**src/rtl/dpot_pkg.sv**
```systemverilog
package dpot_pkg;
  typedef enum logic {
    STK_WIPER0 = 1'b0,
    STK_WIPER1 = 1'b1
  } stk_sel_e;

  function automatic int frame_bits(input int code_w);
    return 2 * code_w + 1;
  endfunction
endpackage

```
**src/rtl/ser_edge_sync.sv**
```systemverilog
module ser_edge_sync (
  input  logic clk,
  input  logic rst,
  input  logic ser_en,
  input  logic ser_clk,
  output logic shift_stb,
  output logic apply_stb
);
  logic clk_q;
  logic en_q;

  always_ff @(posedge clk) begin
    if (rst) begin
      clk_q <= 1'b0;
      en_q  <= 1'b0;
    end else begin
      clk_q <= ser_clk;
      en_q  <= ser_en;
    end
  end

  assign shift_stb = ser_en & ser_clk & ~clk_q;
  assign apply_stb = en_q & ~ser_en;
endmodule

```
**src/rtl/frame_shifter.sv**
```systemverilog
module frame_shifter #(
  parameter int FRAME_W = 17
) (
  input  logic               clk,
  input  logic               rst,
  input  logic               shift_stb,
  input  logic               din,
  output logic [FRAME_W-1:0] frame,
  output logic               casc
);
  logic [FRAME_W-1:0] sr;

  always_ff @(posedge clk) begin
    if (rst) sr <= '0;
    else if (shift_stb) sr <= {din, sr[FRAME_W-1:1]};
  end

  assign frame = sr;
  assign casc  = sr[0];
endmodule

```
**src/rtl/wiper_bank.sv**
```systemverilog
module wiper_bank
  import dpot_pkg::*;
#(
  parameter int CODE_W  = 8,
  localparam int FRAME_W = 2 * CODE_W + 1,
  localparam logic [CODE_W-1:0] MID_CODE = CODE_W'(1) << (CODE_W - 1)
) (
  input  logic               clk,
  input  logic               rst,
  input  logic               apply_stb,
  input  logic [FRAME_W-1:0] frame,
  output logic [CODE_W-1:0]  w0,
  output logic [CODE_W-1:0]  w1,
  output stk_sel_e           sel
);
  logic [CODE_W-1:0] w0_next;
  logic [CODE_W-1:0] w1_next;

  for (genvar j = 0; j < CODE_W; j++) begin : g_unpack
    assign w1_next[j] = frame[CODE_W - j];
    assign w0_next[j] = frame[2 * CODE_W - j];
  end

  always_ff @(posedge clk) begin
    if (rst) begin
      w0  <= MID_CODE;
      w1  <= MID_CODE;
      sel <= STK_WIPER0;
    end else if (apply_stb) begin
      w0  <= w0_next;
      w1  <= w1_next;
      sel <= stk_sel_e'(frame[0]);
    end
  end
endmodule

```
**src/rtl/dpot_serial_loader.sv**
```systemverilog
module dpot_serial_loader
  import dpot_pkg::*;
#(
  parameter int CODE_W = 8
) (
  input  logic              clk,
  input  logic              rst,
  input  logic              ser_en,
  input  logic              ser_clk,
  input  logic              ser_din,
  output logic              cascade_out,
  output logic [CODE_W-1:0] wiper0_code,
  output logic [CODE_W-1:0] wiper1_code,
  output logic              stack_sel
);
  localparam int FRAME_W = frame_bits(CODE_W);

  logic               shift_stb;
  logic               apply_stb;
  logic [FRAME_W-1:0] frame;
  stk_sel_e           sel_q;

  ser_edge_sync i_edge (
    .clk       (clk),
    .rst       (rst),
    .ser_en    (ser_en),
    .ser_clk   (ser_clk),
    .shift_stb (shift_stb),
    .apply_stb (apply_stb)
  );

  frame_shifter #(.FRAME_W(FRAME_W)) i_shift (
    .clk       (clk),
    .rst       (rst),
    .shift_stb (shift_stb),
    .din       (ser_din),
    .frame     (frame),
    .casc      (cascade_out)
  );

  wiper_bank #(.CODE_W(CODE_W)) i_bank (
    .clk       (clk),
    .rst       (rst),
    .apply_stb (apply_stb),
    .frame     (frame),
    .w0        (wiper0_code),
    .w1        (wiper1_code),
    .sel       (sel_q)
  );

  assign stack_sel = sel_q;
endmodule

```
**config.mk**
```make
export PLATFORM = sky130hd
export DESIGN_NAME = dpot_serial_loader
export DESIGN_NICKNAME = d
export VERILOG_FILES = /design/src/rtl/dpot_pkg.sv /design/src/rtl/ser_edge_sync.sv /design/src/rtl/frame_shifter.sv /design/src/rtl/wiper_bank.sv /design/src/rtl/dpot_serial_loader.sv
export SDC_FILE = /design/constraint.sdc
export NUM_CORES = 1
export LEC_CHECK = 0
export ABC_AREA = 0
export BUFFER_PORTS_ARGS = -buffer_cell sky130_fd_sc_hd__buf_2
export CAP_MARGIN = 10
export CORE_ASPECT_RATIO = 1.1
export CORE_MARGIN = 3
export CORE_UTILIZATION = 50
export CTS_CLUSTER_DIAMETER = 30
export DETAILED_ROUTE_END_ITERATION = 7
export PLACE_DENSITY = 0.7
export SETUP_SLACK_MARGIN = 0.1
export SLEW_MARGIN = 20
export SYNTH_ARGS = -nofsm -noshare
export SYNTH_HDL_FRONTEND = slang
export SYNTH_SLANG_ARGS = --single-unit
```
**constraint.sdc**
```tcl
create_clock -name clk -period 1.2 [get_ports clk]
set_input_delay 0.12 -clock clk [delete_from_list [all_inputs] [get_ports clk]]
set_output_delay 0.12 -clock clk [all_outputs]
set_load 0.01 [all_outputs]
```
==> summary.md <==
| Metric | Value |
|---|---|
| Final Cell Area | 0.00152 mm^2 |
| Post-CTS setup buffers | 0 |
| Post-synth top area cell | dfxtp_1 |
| Clk_skew | between 0.008 and 0.009 ns |
| Nets | 183 |
| Initial antenna violation count | 0 |
| # resized after CTS | 1 |
| Number of global-route vias before repair | between 900 and 1000 |
| Power density over cell area | 1410 mW/mm^2 |
| Clock share of power | between 30% and 40% |
| Part of the power in registers | 56.4% |
| Crit Path Category | reg -> reg |
| Core ar. | roughly 0.0024 mm^2 |
| Peak VDD IR | approximately 1.1 mV |
| Post-DP HPWL | approximately 1.5 mm |
| Period utilisation layout | a little over four fifths |
| Internal Power | about 1.7 mW |
| Syn nets | 160 |
| Starting DRT DRC Count | 14 |
| Final Wtd Congestion | approximately 0.75 |
| Setup TNS | 0 ns |
| Antenna diodes | 0 |
| Initial core utilization | between 50 and 60% |
| Final setup vio count | 0 |
| Syn avg cell area | around 8.4 um^2 |
| First-pass GRT wire length | approximately 4.0 mm |
| Worst setup EP type | flip-flop |
| Wirelength, routed | 2.31 mm |
| Die area | about 0.0033 mm^2 |
| Largest net degree at the start of global routing | 20 |
| Port bufs | 22 |
| Clk sinks | 36 |
| WL per Instance | roughly 11 um |
| Area growth syn-to-layout | 16.5% |
| Cell area after placement | 0.00143 mm^2 |
| TritonRoute pass-1 iters | 4 |
| Antenna Nets Post-Route | 0 |
| Worst-Margin Slew | 0.369 ns |
| Slew HR | approximately 75% |
| I/O pin cnt | 23 |
| Switching Share | 21.9% |
| Clk Latency, worst-skew pair | ~0.34 ns |
| Die Span Y | between 50 and 60 um |
| Logic pwr share | approximately 4.6% |
| FF-to-FF setup slack | between 0.15 and 0.2 ns |
| Synth Register Bits | 36 |
| Static Leak | 0.575 nW |
| Unique cell type count in the Yosys netlist | 13 |
| CTS max path bufs | 2 |
| Synth warn | 0 |
| Sw power | around 0.47 mW |
| Unrepaired setup endpoints after global routing | false |
| FMAX | about 1000 MHz |
| Layout cells sized above 1 | around a quarter |
| Overflow after GRT | 0 |
| Post-synth top area share | between 50% and 60% |
| Clk root buf | clkbuf_4 |
| Hold Crit Class | in -> reg |
| Total track usage | around 17% |
| Critical Path AT | roughly 1.3 ns |
| CTS clock-pin slew for the worst setup and hold paths | approximately 0.1 ns |
| Fill cell count | 212 |
| Die width | between 50 and 60 um |
| CTS Buf Count | 5 |
| Sequential area share after synthesis | between 50% and 60% |
| Site Rows | 18 |
| Min cycle time layout | slightly above 1 ns |
| Worst setup SP type | flip-flop |
| Remaining DRCs | 0 |
| Data required, critical path | approximately 1.5 ns |
| Mapped Area | ~0.0013 mm^2 |
| Cell count after synthesis | around 160 |
| Outcome | complete, no violations |
| H-tree depth | 2 |
| Worst-path maximum fanout | 17 |
| CTS tree | yes |
| Max-cap violations | 0 |
| Hold_buf cts | 0 |
| Via count | 1014 |
| Final slew viol count | 0 |
| Final hold viol count | 0 |
| Via density | ~4.9 |
| Synth top area cells | dfxtp_1 (55%), nand2_1 (20%), a21oi_1 (8.4%) |
-- cell type report --
class                           count  area, um^2  share of cell area, %
Clock inverter                      3        42.5                   2.80
Multi-Input combinational cell    108         522                   34.3
Tap cell                           30        37.5                   2.47
Clock buffer                        5        37.5                   2.47
Timing Repair Buffer               27         160                   10.5
Sequential cell                    36         721                   47.4
-- path summary, 6_finish.rpt --
| check | start | to | depth (start not counted) |
|---|---|---|---|
| worst max-delay path | i_edge.clk_q$_SDFF_PP0_ | i_shift.frame[5]$_SDFFE_PP0P_ | 4 |
| worst min-delay path | ser_din | i_shift.frame[16]$_SDFFE_PP0P_ | 3 |
| worst max register to register | i_edge.clk_q$_SDFF_PP0_ | i_shift.frame[5]$_SDFFE_PP0P_ | 4 |
| worst min register to register | i_bank.w0[2]$_SDFFE_PP0P_ | i_bank.w0[2]$_SDFFE_PP0P_ | 2 |
-- flip-flops by register name (all words and copies together) (netlist names) --
signal / cells
i_bank.w1: 8
i_edge.clk_q: 1
i_bank.w0: 8
i_shift.frame: 17
i_bank.sel: 1
i_edge.en_q: 1
-- routing by layer --
metal,routed length (um),vias up,global-route usage (%)
met4,27,0,5.34
met1,1130,440,21.5
met5,0,-,0
met3,149,5,6.05
li1,-,541,-
met2,1000,28,25.5
-- synth_stat cells, drive strengths merged --
cell type	instances
nand2	68
dfxtp	36
a21oi	32
buf	8
clkbuf	3
nand3b	3
nor2b	3
and3b	1
nand2b	1
-- power by group through the flow --
| stage | clock network (mW) | logic, mW | registers (mW) |
|---|---|---|---|
| after global placement | 0 | 0.0930 | 1.23 |
| after global routing | 0.911 | 0.108 | 1.21 |
| after detailed placement | 0 | 0.0960 | 1.24 |
| after floorplan | 0 | 0.0677 | 1.24 |
| final | 0.835 | 0.0978 | 1.21 |
| after CTS | 0.864 | 0.0987 | 1.21 |
-- stage by stage --
| stage | hold slack, ns | cells | utilization (%) | setup WS [ns] | power, mW |
|---|---|---|---|---|---|
| 4_1_cts | 0.0183 | 209 | 64.3 | 0.187 | 2.17 |
| 6_report | 0.0404 | 209 | 64.3 | 0.194 | 2.14 |
| 3_5_place_dp | 0.385 | 201 | 60.5 | 0.112 | 1.33 |
| 2_1_floorplan | 0.248 | 155 | - | 0.202 | 1.30 |
| 3_3_place_gp | 0.364 | 201 | 60.5 | 0.150 | 1.33 |
| 5_1_grt | 0.0253 | 209 | 64.3 | 0.116 | 2.23 |
-- placed cells by master (no fill, tap or decap) --
| master | n |
|---|---|
| nand3b_1 | 2 |
| a21oi_2 | 10 |
| buf_4 | 4 |
| buf_12 | 1 |
| nor2b_1 | 3 |
| bufinv_16 | 1 |
| clkbuf_4 | 5 |
| buf_2 | 22 |
| nand3b_4 | 1 |
| clkinvlp_4 | 1 |
| and3b_1 | 1 |
| clkinv_2 | 1 |
| a21oi_1 | 22 |
| nand2b_1 | 1 |
| dfxtp_1 | 36 |
| nand2_1 | 68 |
-- cells by family (layout without fill, tap and decap cells) --
group	Yosys count	count (layout)	synth area share (%)
flip-flops	36	36	55.2
AO/OA/AOI/OAI	32	32	15.1
AND/OR/NAND/NOR	76	76	24.2
buffers and inverters	11	35	5.46
-- critical path, cell delays in order, from the launching register on --
cell and delay, ns:
dfxtp_1 0.33, and3b_1 0.20, buf_4 0.21, nand2_1 0.09, a21oi_2 0.12
Note: power is estimated with default switching activity, not from simulation.
